$ cat config.mk
export PLATFORM = sky130hd
export DESIGN_NAME = mcf_rx_classifier
export DESIGN_NICKNAME = d
export VERILOG_FILES = /design/src/rtl/mcf_pkg.sv /design/src/rtl/mcf_hdr_match.sv /design/src/rtl/mcf_param_capture.sv /design/src/rtl/mcf_stream_mark.sv /design/src/rtl/mcf_rx_classifier.sv
export SDC_FILE = /design/constraint.sdc
export NUM_CORES = 1
export LEC_CHECK = 0
export BUFFER_PORTS_ARGS = -buffer_cell sky130_fd_sc_hd__buf_4
export CAP_MARGIN = 15
export CORE_MARGIN = 3
export CORE_UTILIZATION = 40
export CTS_CLUSTER_DIAMETER = 200
export DETAILED_ROUTE_END_ITERATION = 10
export PLACE_DENSITY = 0.68
export SKIP_CTS_REPAIR_TIMING = 1
export SYNTH_ARGS = -nofsm -noshare
export SYNTH_HDL_FRONTEND = slang
export SYNTH_SLANG_ARGS = --single-unit
$ cat constraint.sdc
create_clock -name clk -period 7 [get_ports clk]
set_input_delay 0.7 -clock clk [delete_from_list [all_inputs] [get_ports clk]]
set_output_delay 0.7 -clock clk [all_outputs]
set_load 0.05 [all_outputs]
$ cat src/rtl/mcf_pkg.sv
package mcf_pkg;
  localparam int unsigned OFF_DST   = 0;
  localparam int unsigned OFF_SRC   = 6;
  localparam int unsigned OFF_TYPE  = 12;
  localparam int unsigned OFF_OP    = 14;
  localparam int unsigned HDR_LEN   = 16;
  localparam int unsigned OFF_PARAM = 16;

  typedef enum logic [1:0] {
    KIND_OTHER = 2'd0,
    KIND_LINK  = 2'd1,
    KIND_PRIO  = 2'd2
  } ctl_kind_e;

  typedef struct packed {
    logic mc;
    logic uc;
    logic sa;
    logic et;
    logic lop;
    logic pop;
  } hdr_hits_t;

  // byte k (0 = most significant) of a 48-bit address
  function automatic logic [7:0] be_byte48(input logic [47:0] v, input int unsigned k);
    logic [47:0] t;
    t = v >> (8 * (5 - k));
    return t[7:0];
  endfunction

  // byte k (0 = most significant) of a 16-bit field
  function automatic logic [7:0] be_byte16(input logic [15:0] v, input int unsigned k);
    return (k == 0) ? v[15:8] : v[7:0];
  endfunction

  function automatic logic dst_pass(input logic mchk, input logic mhit,
                                    input logic uchk, input logic uhit);
    return (!mchk && !uchk) || (mchk && mhit) || (uchk && uhit);
  endfunction

  function automatic logic op_pass(input logic lchk, input logic lhit,
                                   input logic pchk, input logic phit);
    return (!lchk && !pchk) || (lchk && lhit) || (pchk && phit);
  endfunction

  function automatic ctl_kind_e op_kind(input logic lhit, input logic phit);
    if (lhit) return KIND_LINK;
    if (phit) return KIND_PRIO;
    return KIND_OTHER;
  endfunction
endpackage

$ cat src/rtl/mcf_hdr_match.sv
module mcf_hdr_match
  import mcf_pkg::*;
#(
  parameter int unsigned IDX_MAX = 34,
  localparam int unsigned IDX_W  = $clog2(IDX_MAX + 1)
) (
  input  logic             clk,
  input  logic             rst_n,
  input  logic             beat_valid,
  input  logic [7:0]       beat_data,
  input  logic             beat_last,
  input  logic [47:0]      mcast_addr,
  input  logic [47:0]      ucast_addr,
  input  logic [47:0]      src_addr,
  input  logic [15:0]      ethtype,
  input  logic [15:0]      link_op,
  input  logic [15:0]      prio_op,
  output logic [IDX_W-1:0] byte_idx,
  output logic             frame_start,
  output logic             hdr_full,
  output hdr_hits_t        hits
);
  logic [IDX_W-1:0] idx_q;
  hdr_hits_t        hits_q;
  hdr_hits_t        hits_n;
  int unsigned      cur_k;

  assign cur_k       = 32'(idx_q);
  assign byte_idx    = idx_q;
  assign frame_start = beat_valid && (idx_q == '0);
  assign hdr_full    = cur_k >= (HDR_LEN - 1);

  always_ff @(posedge clk or negedge rst_n) begin
    if (!rst_n) begin
      idx_q <= '0;
    end else if (beat_valid) begin
      if (beat_last)                     idx_q <= '0;
      else if (cur_k != IDX_MAX)         idx_q <= idx_q + 1'b1;
    end
  end

  always_comb begin
    hits_n = frame_start ? '1 : hits_q;
    if (beat_valid) begin
      if (cur_k < OFF_SRC) begin
        hits_n.mc &= (beat_data == be_byte48(mcast_addr, cur_k - OFF_DST));
        hits_n.uc &= (beat_data == be_byte48(ucast_addr, cur_k - OFF_DST));
      end else if (cur_k < OFF_TYPE) begin
        hits_n.sa &= (beat_data == be_byte48(src_addr, cur_k - OFF_SRC));
      end else if (cur_k < OFF_OP) begin
        hits_n.et &= (beat_data == be_byte16(ethtype, cur_k - OFF_TYPE));
      end else if (cur_k < HDR_LEN) begin
        hits_n.lop &= (beat_data == be_byte16(link_op, cur_k - OFF_OP));
        hits_n.pop &= (beat_data == be_byte16(prio_op, cur_k - OFF_OP));
      end
    end
  end

  always_ff @(posedge clk or negedge rst_n) begin
    if (!rst_n)          hits_q <= '0;
    else if (beat_valid) hits_q <= hits_n;
  end

  assign hits = hits_n;
endmodule

$ cat src/rtl/mcf_param_capture.sv
module mcf_param_capture
  import mcf_pkg::*;
#(
  parameter int unsigned NUM_CLASSES = 8,
  parameter int unsigned IDX_W       = 6,
  localparam int unsigned CAP_FIRST  = OFF_OP,
  localparam int unsigned CAP_BYTES  = 4 + 2 * NUM_CLASSES
) (
  input  logic                      clk,
  input  logic                      rst_n,
  input  logic                      beat_valid,
  input  logic [7:0]                beat_data,
  input  logic                      frame_start,
  input  logic [IDX_W-1:0]          byte_idx,
  output logic [15:0]               opcode,
  output logic [15:0]               word0,
  output logic [16*NUM_CLASSES-1:0] class_quanta
);
  logic [8*CAP_BYTES-1:0] cap_flat;

  for (genvar g = 0; g < CAP_BYTES; g++) begin : g_byte
    logic [7:0] b_q;
    always_ff @(posedge clk or negedge rst_n) begin
      if (!rst_n)                 b_q <= '0;
      else if (frame_start)       b_q <= '0;
      else if (beat_valid && (32'(byte_idx) == CAP_FIRST + g))
                                  b_q <= beat_data;
    end
    assign cap_flat[8*g +: 8] = b_q;
  end

  assign opcode = {cap_flat[0 +: 8], cap_flat[8 +: 8]};
  assign word0  = {cap_flat[16 +: 8], cap_flat[24 +: 8]};

  for (genvar c = 0; c < NUM_CLASSES; c++) begin : g_class
    assign class_quanta[16*c +: 16] = {cap_flat[8*(4+2*c) +: 8], cap_flat[8*(5+2*c) +: 8]};
  end
endmodule

$ cat src/rtl/mcf_stream_mark.sv
module mcf_stream_mark #(
  parameter int unsigned DATA_W = 8
) (
  input  logic              clk,
  input  logic              rst_n,
  input  logic              in_valid,
  input  logic [DATA_W-1:0] in_data,
  input  logic              in_last,
  input  logic              in_user,
  input  logic              mark_bad,
  output logic              out_valid,
  output logic [DATA_W-1:0] out_data,
  output logic              out_last,
  output logic              out_user
);
  always_ff @(posedge clk or negedge rst_n) begin
    if (!rst_n) begin
      out_valid <= 1'b0;
      out_data  <= '0;
      out_last  <= 1'b0;
      out_user  <= 1'b0;
    end else begin
      out_valid <= in_valid;
      out_data  <= in_data;
      out_last  <= in_last;
      out_user  <= in_user | (in_valid & in_last & mark_bad);
    end
  end
endmodule

$ cat src/rtl/mcf_rx_classifier.sv
module mcf_rx_classifier
  import mcf_pkg::*;
#(
  parameter int unsigned NUM_CLASSES = 8
) (
  input  logic                      clk,
  input  logic                      rst_n,
  input  logic                      cfg_enable,
  input  logic                      cfg_forward,
  input  logic [47:0]               cfg_mcast_addr,
  input  logic                      cfg_mcast_chk,
  input  logic [47:0]               cfg_ucast_addr,
  input  logic                      cfg_ucast_chk,
  input  logic [47:0]               cfg_src_addr,
  input  logic                      cfg_src_chk,
  input  logic [15:0]               cfg_ethtype,
  input  logic [15:0]               cfg_link_op,
  input  logic                      cfg_link_chk,
  input  logic [15:0]               cfg_prio_op,
  input  logic                      cfg_prio_chk,
  input  logic                      in_valid,
  input  logic [7:0]                in_data,
  input  logic                      in_last,
  input  logic                      in_user,
  output logic                      out_valid,
  output logic [7:0]                out_data,
  output logic                      out_last,
  output logic                      out_user,
  output logic                      ctl_valid,
  output logic [1:0]                ctl_kind,
  output logic [15:0]               ctl_opcode,
  output logic [15:0]               ctl_word0,
  output logic [16*NUM_CLASSES-1:0] ctl_prio_quanta
);
  localparam int unsigned IDX_MAX = OFF_PARAM + 2 + 2 * NUM_CLASSES;
  localparam int unsigned IDX_W   = $clog2(IDX_MAX + 1);

  logic [IDX_W-1:0] byte_idx;
  logic             frame_start;
  logic             hdr_full;
  hdr_hits_t        hits;
  logic             frame_end;
  logic             ctl_hit;
  logic             mark_bad;
  ctl_kind_e        kind_q;

  mcf_hdr_match #(.IDX_MAX(IDX_MAX)) u_match (
    .clk        (clk),
    .rst_n      (rst_n),
    .beat_valid (in_valid),
    .beat_data  (in_data),
    .beat_last  (in_last),
    .mcast_addr (cfg_mcast_addr),
    .ucast_addr (cfg_ucast_addr),
    .src_addr   (cfg_src_addr),
    .ethtype    (cfg_ethtype),
    .link_op    (cfg_link_op),
    .prio_op    (cfg_prio_op),
    .byte_idx   (byte_idx),
    .frame_start(frame_start),
    .hdr_full   (hdr_full),
    .hits       (hits)
  );

  mcf_param_capture #(.NUM_CLASSES(NUM_CLASSES), .IDX_W(IDX_W)) u_cap (
    .clk         (clk),
    .rst_n       (rst_n),
    .beat_valid  (in_valid),
    .beat_data   (in_data),
    .frame_start (frame_start),
    .byte_idx    (byte_idx),
    .opcode      (ctl_opcode),
    .word0       (ctl_word0),
    .class_quanta(ctl_prio_quanta)
  );

  assign frame_end = in_valid && in_last;
  assign ctl_hit   = cfg_enable && frame_end && hdr_full
                  && dst_pass(cfg_mcast_chk, hits.mc, cfg_ucast_chk, hits.uc)
                  && (!cfg_src_chk || hits.sa)
                  && hits.et
                  && op_pass(cfg_link_chk, hits.lop, cfg_prio_chk, hits.pop);
  assign mark_bad  = ctl_hit && !cfg_forward;

  mcf_stream_mark #(.DATA_W(8)) u_mark (
    .clk      (clk),
    .rst_n    (rst_n),
    .in_valid (in_valid),
    .in_data  (in_data),
    .in_last  (in_last),
    .in_user  (in_user),
    .mark_bad (mark_bad),
    .out_valid(out_valid),
    .out_data (out_data),
    .out_last (out_last),
    .out_user (out_user)
  );

  always_ff @(posedge clk or negedge rst_n) begin
    if (!rst_n) begin
      ctl_valid <= 1'b0;
      kind_q    <= KIND_OTHER;
    end else begin
      ctl_valid <= ctl_hit && !in_user;
      if (ctl_hit) kind_q <= op_kind(hits.lop, hits.pop);
    end
  end

  assign ctl_kind = kind_q;
endmodule

==> impl_results.md, run 1 <==
* Status: completed
* Gpl congestion at about 0.9
* DRT iter0 DRCs at about 820
* Post-synth EDFFs at 0
* Core box area at roughly 0.025 mm^2
* Chip height at about 170 um
* First-pass GRT wire length at just under 60000 um
* CTS tree: yes
* Die width at about 170 um
* Fmax at between 200 and 250 MHz
* R2r endpoint: ctl_kind[0]$_DFFE_PN0P_
* Post-DP Area at 0.0134 mm^2
* Initial core utilization at 0.409
* H-tree depth at 4
* Max Cap Viol at 0
* Crit path DAT at between 5 and 6 ns
* Final setup vio count at 0
* DRC Markers at 0
* Final ANT Viol Nets at 0
* Pwr Density at 216 mW/mm^2
* Clock root cell: clkbuf_16
* CP required at around 7.3 ns
* Largest net degree at the start of global routing at 113
* Critical path startpoint: u_match.byte_idx[1]$_DFFE_PN0P_
* Max-slew violation count at 0
* Layout cells sized above 1 at 0.338
* DR vias/cell at around 5.5
* Io pins at between 300 and 400
* Slew Limit Headroom at 0.228
* Wirelength, routed at 37900 um
* Die area at between 0.02 and 0.03 mm^2
* Critical path peak fanout at 34
* Worst VDD drop at 162 uV
* Startpoint types: flip-flop
* Drt pass-1 iters at 7
* Syn nets at 1257
* CP Class: reg2reg
* Routed via count at roughly 9400
* Worst Hold Class: in2async
* Cts bufs inserted at 17
* CP endpoint: ctl_kind[0]$_DFFE_PN0P_
* Clk_lat worst skew at around 0.43 ns
* LEAKAGE at 6.66 nW
* Synth warnings at 0
* Sinks on Clock Net at roughly 190
* P&R area growth vs syn at 35.9%
* Final worst path period need at 4.96 ns
* Dominant register cell in the synthesized netlist: dfrtp_1
* Fin area at 0.0140 mm^2
* Total GRT Usage at 0.266
* Vias in the first global route at ~9600
* Std-Cell Rows at slightly below 60
* Clock-pin slew on the worst setup and hold paths at about 0.07 ns
* DPL Wire Length at roughly 27000 um
* Worst Reg-to-Reg Cells at 12
* Drt wl/cell at 22.1 um
* Synthesized cell area at 0.0103 mm^2
* Post-Synthesis Cells at 1033
* Mean Syn Cell Area at 9.99 um^2
* Worst Max-Slew Pin Slew at 1.16 ns
* Final Hold Viols at 0
* Final worst-path cycle share at 0.708
* RR Startpoint: u_match.byte_idx[1]$_DFFE_PN0P_
* RSZ-0062 raised after global routing: no
* Distinct cells, synth at 65
* #FFs+latches synth at approximately 190
* Clk_skew at between 0.015 and 0.02 ns
* Nets at approximately 1600
* Post-synth ARST share at 1.00
* Fin Setup TNS at 0 ns
* Reg-to-reg setup timing slack at 2.04 ns
* Total gr overflow at 0
* Number of port buffers at 385
* CP Capture Type: flip-flop
* Seq/Total Area, Yosys at 0.451
* Clk buf depth at 2
* Initial antenna violation count at 1
## registers in the layout (all words and copies together) (netlist names)
name / cells
ctl_kind: 2
ctl_valid: 1
u_cap.g_byte.b_q: 160
u_mark.out_data: 8
u_mark.out_last: 1
u_mark.out_user: 1
u_mark.out_valid: 1
u_match.byte_idx: 6
u_match.hits_q: 6
## layout by cell type, fill, tap and decap left out, types with 6 or more instances in the layout
cell	n
clkbuf_16	17
or3_1	6
ha_1	12
o21ai_0	48
dfrtp_1	185
mux2i_1	191
inv_1	13
mux4_2	19
nor3_1	16
nor2_1	198
mux2_2	12
a21oi_1	25
o22ai_1	16
xor2_1	7
nand2_1	71
xnor2_1	14
buf_4	391
nand4_1	7
o2bb2ai_1	6
o221ai_1	6
nand3_1	18
nand2b_1	11
## worst max-delay path, stage by stage (launching register included)
cell	delay, ns
dfrtp_1	0.32
buf_4	0.36
inv_1	0.21
ha_1	0.73
nand2_1	0.15
nor4_1	0.27
a21o_1	0.69
mux2i_1	0.33
o221ai_1	0.14
or3b_1	0.41
or4_1	0.51
a211o_1	0.39
mux2_4	0.32
## final cells by class
cell class,instances,area (um^2)
timing repair buffer,392,2950
inverter,17,63.8
fill,2258,11200
sequential,186,4660
tap,330,413
multi-input combinational,755,5310
antenna,2,5.00
clock inverter,14,193
clock buffer,18,439
## cell families after synthesis
family,count (synthesis),synth area share
buf+inv,92,0.0364
flops,186,0.451
mux,224,0.243
simple gates,355,0.148
fa+ha+maj,12,0.0145
compound gates,143,0.0896
xor+xnor,21,0.0178
## Yosys cell counts (11+ instances only)
cell type	instances	area, um^2
nor2_1	198	743
mux2i_1	191	1910
dfrtp_1	186	4650
nand2_1	71	267
clkbuf_1	54	203
o21ai_0	48	240
a21oi_1	25	125
mux4_2	19	428
nand3_1	18	90.1
nor3_1	18	90.1
o22ai_1	16	100
xnor2_1	14	123
inv_1	13	48.8
ha_1	12	150
mux2_2	12	135
nand2b_1	11	68.8
## power by group
part | switching [mW] | leakage [nW] | internal [mW]
logic | 0.547 | 3.83 | 0.312
registers | 0.0348 | 2.53 | 1.12
clock network | 0.488 | 0.305 | 0.531
## metal layers
| metal | routed length (um) | up-vias | GRT usage |
|---|---|---|---|
| met5 | 0 | - | 0 |
| met4 | 873 | 0 | 0.0717 |
| met3 | 3090 | 55 | 0.0733 |
| met2 | 17900 | 404 | 0.433 |
| met1 | 16100 | 4631 | 0.353 |
| li1 | - | 4329 | - |
## how the worst min path moves through the flow
stage	depth (start not counted)	start	end	slack, ns
2_1_floorplan	0	rst_n	ctl_kind[0]$_DFFE_PN0P_	0.40
3_3_place_gp	2	u_cap.g_byte[18].b_q[1]$_DFFE_PN0P_	u_cap.g_byte[18].b_q[1]$_DFFE_PN0P_	0.47
3_5_place_dp	2	u_cap.g_byte[2].b_q[1]$_DFFE_PN0P_	u_cap.g_byte[2].b_q[1]$_DFFE_PN0P_	0.48
4_1_cts	1	rst_n	u_cap.g_byte[18].b_q[5]$_DFFE_PN0P_	0.28
5_1_grt	1	rst_n	u_cap.g_byte[2].b_q[2]$_DFFE_PN0P_	0.28
6_report	1	rst_n	u_cap.g_byte[18].b_q[5]$_DFFE_PN0P_	0.26
## stage by stage
stage / total power [mW] / hold slack (ns) / std cells / util / setup slack, ns
floorplan: 1.73 / 0.404 / 1033 / - / 2.58
global placement: 2.02 / 0.472 / 1680 / 0.530 / 2.27
detailed placement: 2.03 / 0.479 / 1680 / 0.530 / 2.09
CTS: 3.06 / 0.282 / 1712 / 0.555 / 2.08
global route: 3.18 / 0.283 / 1714 / 0.555 / 1.71
finish: 3.03 / 0.258 / 1714 / 0.555 / 2.04
Note: power is estimated with default switching activity, not from simulation.
==> run 2: changes to the inputs <==
- ABC_AREA: unset -> 1
- PLACE_DENSITY: 0.68 -> 0.7
- clock period: 7 -> 4.5 ns (I/O delays scaled with it)
==> impl_results.md, run 2 <==
* Largest Register: u_cap.g_byte.b_q
* Post-Synthesis Cells at 1451 (+40%)
* Clock-pin slew on the worst setup and hold paths at 0.08 ns (about the same)
* Worst Max-Slew Pin Slew at 1.09 ns (-0.0681 ns)
* Std-Cell Rows at 59 (+1.7%)
* Filler cells at 2537 (+12%)
* CP required at 4.82 ns (-2.49 ns)
* #FFs+latches synth at 186 (unchanged)
* Wirelength, routed at 38000 um (about the same)
* Vias in the first global route at 10500 (+9.4%)
* Sw Ratio at 0.489 (+0.136)
* Seq pwr share at 0.293 (-0.088)
* Crit path DAT at 4.27 ns (-1.00 ns)
* Dominant cell type by area after synthesis: dfrtp_1
* Dominant register cell in the synthesized netlist: dfrtp_1
* Drt wl/cell at 17.8 um (-20%)
* Dpl ws at 0.571 ns (-1.52 ns)
* Fin Setup TNS at 0 ns (unchanged)
* Initial core utilization at 0.409 (+0.000477)
* Die width at 170 um (+1.9%)
* Final Hold Viols at 0 (unchanged)
* DR vias/cell at 5.09 (-7.4%)
* Final setup vio count at 0 (unchanged)
* Fin worst setup slack at 0.551 ns (-1.49 ns)
* Combinational share of power at 0.522 (+0.239)
* Synth warnings at 0 (unchanged)
* Number of port buffers at 385 (unchanged)
* Most common cell in the synthesized netlist: nand2_1
* DRT iter0 DRCs at 976 (+19%)
* Initial antenna violation count at 1 (unchanged)
* Seq/Total Area, Yosys at 0.434 (-0.0169)
* Commonest non-fill, non-tap cell in the layout: nand2_1
* Reg-to-reg setup timing slack at 0.55 ns (-1.49 ns)
* Switch Pwr at 3.89 mW (+260%)
* DPL Wire Length at 28100 um (+3.3%)
* Fmax at 253 MHz (+26%)
* Chip height at 170 um (+1.9%)
* Top cells by count, synth: 449 x nand2_1, 186 x dfrtp_1, 151 x nand3_1
* Critical path peak fanout at 47 (+38%)
* Core box area at 0.0262 mm^2 (+3.8%)
* Final ANT Viol Nets at 0 (unchanged)
* RSZ-0062 raised after global routing: no
* Drt pass-1 iters at 5 (-2)
* Max-slew violation count at 0 (unchanged)
* Distinct cells, synth at 41 (-37%)
* Worst VDD drop at 380 uV (+130%)
* Max Cap Viol at 0 (unchanged)
* P&R area growth vs syn at 33.3%
* Clk_lat worst skew at 0.44 ns (about the same)
* Gpl congestion at 0.904 (+0.40%)
* Max FFs per register at 160 (unchanged)
* Synth top area cells: dfrtp_1 43%, nand2_1 16%, nand3_1 7.0%
* Routed via count at 10900 (+15%)
* Status: completed
* Most frequent cells in the layout: 449 x nand2_1, 393 x buf_4, 186 x dfrtp_1
* Synthesized cell area at 0.0107 mm^2 (+3.9%)
* CP Class: reg2reg
* Sinks on Clock Net at 186 (unchanged)
* H-tree depth at 4 (unchanged)
* Mean Syn Cell Area at 7.39 um^2 (-26%)
* Cts bufs inserted at 17 (unchanged)
* Total GRT Usage at 0.256 (-0.0101)
* Fin area at 0.0143 mm^2 (+1.9%)
* Die area at 0.0288 mm^2 (+3.8%)
* Slew Limit Headroom at 0.273 (+0.0454)
* Post-synth ARST share at 1.00 (unchanged)
* LEAKAGE at 7.72 nW (+16%)
* Ant diodes at 0 (-2)
* First-pass GRT wire length at 57900 um (about the same)
* Syn nets at 1675 (+33%)
* Startpoint types: flip-flop
* Pwr Density at 556 mW/mm^2 (+160%)
* Clock root cell: clkbuf_16
* Worst Hold Class: in2async
* Post-synth EDFFs at 0 (unchanged)
* RR Startpoint: u_match.byte_idx[1]$_DFFE_PN0P_
* Final worst path period need at 3.95 ns (-1.01 ns)
* Clock Power Share at 0.185 (-0.151)
* Total gr overflow at 0 (unchanged)
* Post-DP Area at 0.0137 mm^2 (+2.4%)
* CTS tree: yes
* DRC Markers at 0 (unchanged)
* R2r endpoint: ctl_kind[1]$_DFFE_PN0P_
* Io pins at 386 (unchanged)
* Largest net degree at the start of global routing at 120 (+6.2%)
* CP Capture Type: flip-flop
* Clk buf depth at 2 (unchanged)
* Top Registers: u_cap.g_byte.b_q: 160 flops, u_mark.out_data: 8 flops
* Layout cells sized above 1 at 0.294 (-0.0442)
* Share of the synthesized area in the top cell type at 0.434 (-0.0169)
* Pint at 4.06 mW (+110%)
* Clk_skew at 0.0122 ns (-0.00413 ns)
* Final worst-path cycle share at 0.878 (+0.169)
* Nets at 2013 (+26%)
* Worst Reg-to-Reg Cells at 25 (+13)
==> run 2: cell count changes after synthesis, sizes merged, moves of 76 or more <==
cell,delta
nand2,+392
mux2i,-191
nand3,+139
inv,+117
o21ai,+107
nor2,-76
==> run 2: worst max path at each step <==
| stage | slack [ns] | cells after the start | to | startpoint |
|---|---|---|---|---|
| after global routing | 0.23 | 25 | ctl_kind[1]$_DFFE_PN0P_ | u_match.byte_idx[1]$_DFFE_PN0P_ |
| final | 0.55 | 25 | ctl_kind[1]$_DFFE_PN0P_ | u_match.byte_idx[1]$_DFFE_PN0P_ |
| after detailed placement | 0.57 | 25 | ctl_kind[0]$_DFFE_PN0P_ | u_match.byte_idx[1]$_DFFE_PN0P_ |
| after floorplan | 1.01 | 27 | ctl_kind[0]$_DFFE_PN0P_ | u_match.byte_idx[1]$_DFFE_PN0P_ |
| after global placement | 0.76 | 25 | ctl_kind[1]$_DFFE_PN0P_ | u_match.byte_idx[1]$_DFFE_PN0P_ |
| after CTS | 0.56 | 25 | ctl_kind[1]$_DFFE_PN0P_ | u_match.byte_idx[1]$_DFFE_PN0P_ |
==> run 2: kinds of logic after synthesis <==
logic type	synth area share
multiplexers	0.0252
flip-flops	0.434
AND/OR/NAND/NOR	0.329
AO/OA/AOI/OAI	0.109
XOR/XNOR	0.00653
adder cells (fa/ha/maj)	0.0140
buffers and inverters	0.0826
==> run 2: critical path, cell delays in order, from the launching register on <==
cell	delay, ns
dfrtp_1	0.36
buf_4	0.48
ha_1	0.34
inv_1	0.14
nand2_4	0.13
nand3b_4	0.09
nor2_2	0.18
nand2_1	0.08
ha_1	0.18
or2_2	0.30
nor2_1	0.11
nand3_1	0.13
a21oi_4	0.34
nand3_1	0.13
nand2_1	0.09
nand2_1	0.05
inv_1	0.05
nand2_1	0.06
nor2_1	0.09
nand2_1	0.07
nand2_1	0.07
nand2_2	0.07
nand2_4	0.08
nand3_2	0.09
nand2_1	0.06
nand2_1	0.05
==> run 2: cell type report <==
cell class                      count  area [um^2]  area share
Clock buffer                       17          425      0.0298
Clock inverter                     14          155      0.0109
Inverter                          131          494      0.0346
Multi-Input combinational cell   1059         5180       0.363
Sequential cell                   186         4650       0.326
Tap cell                          335          419      0.0293
Timing Repair Buffer              394         2960       0.207
==> run 2: power groups by stage <==
stage | Clock [mW] | Sequential [mW] | Combinational [mW]
floorplan | 0 | 3.68 | 1.52
global placement | 0 | 2.35 | 4.10
detailed placement | 0 | 2.36 | 4.15
CTS | 1.50 | 2.33 | 4.16
global route | 1.57 | 2.38 | 4.47
finish | 1.47 | 2.33 | 4.15
==> run 2: routing by layer <==
metal,vias to the layer above,GRT usage,share of wire
li1,5332,-,-
met1,5009,0.332,0.41
met2,444,0.421,0.47
met3,83,0.0592,0.076
met4,2,0.0917,0.035
met5,-,0,0.00037
==> run 2: stage by stage <==
step                utilization  hold slack [ns]  std cells  power (mW)
finish                    0.545            0.162       2136        7.95
global route              0.545            0.166       2136        8.42
CTS                       0.545            0.167       2136        7.99
detailed placement        0.523            0.474       2105        6.51
global placement          0.523            0.470       2105        6.45
floorplan                     -            0.154       1451        5.20
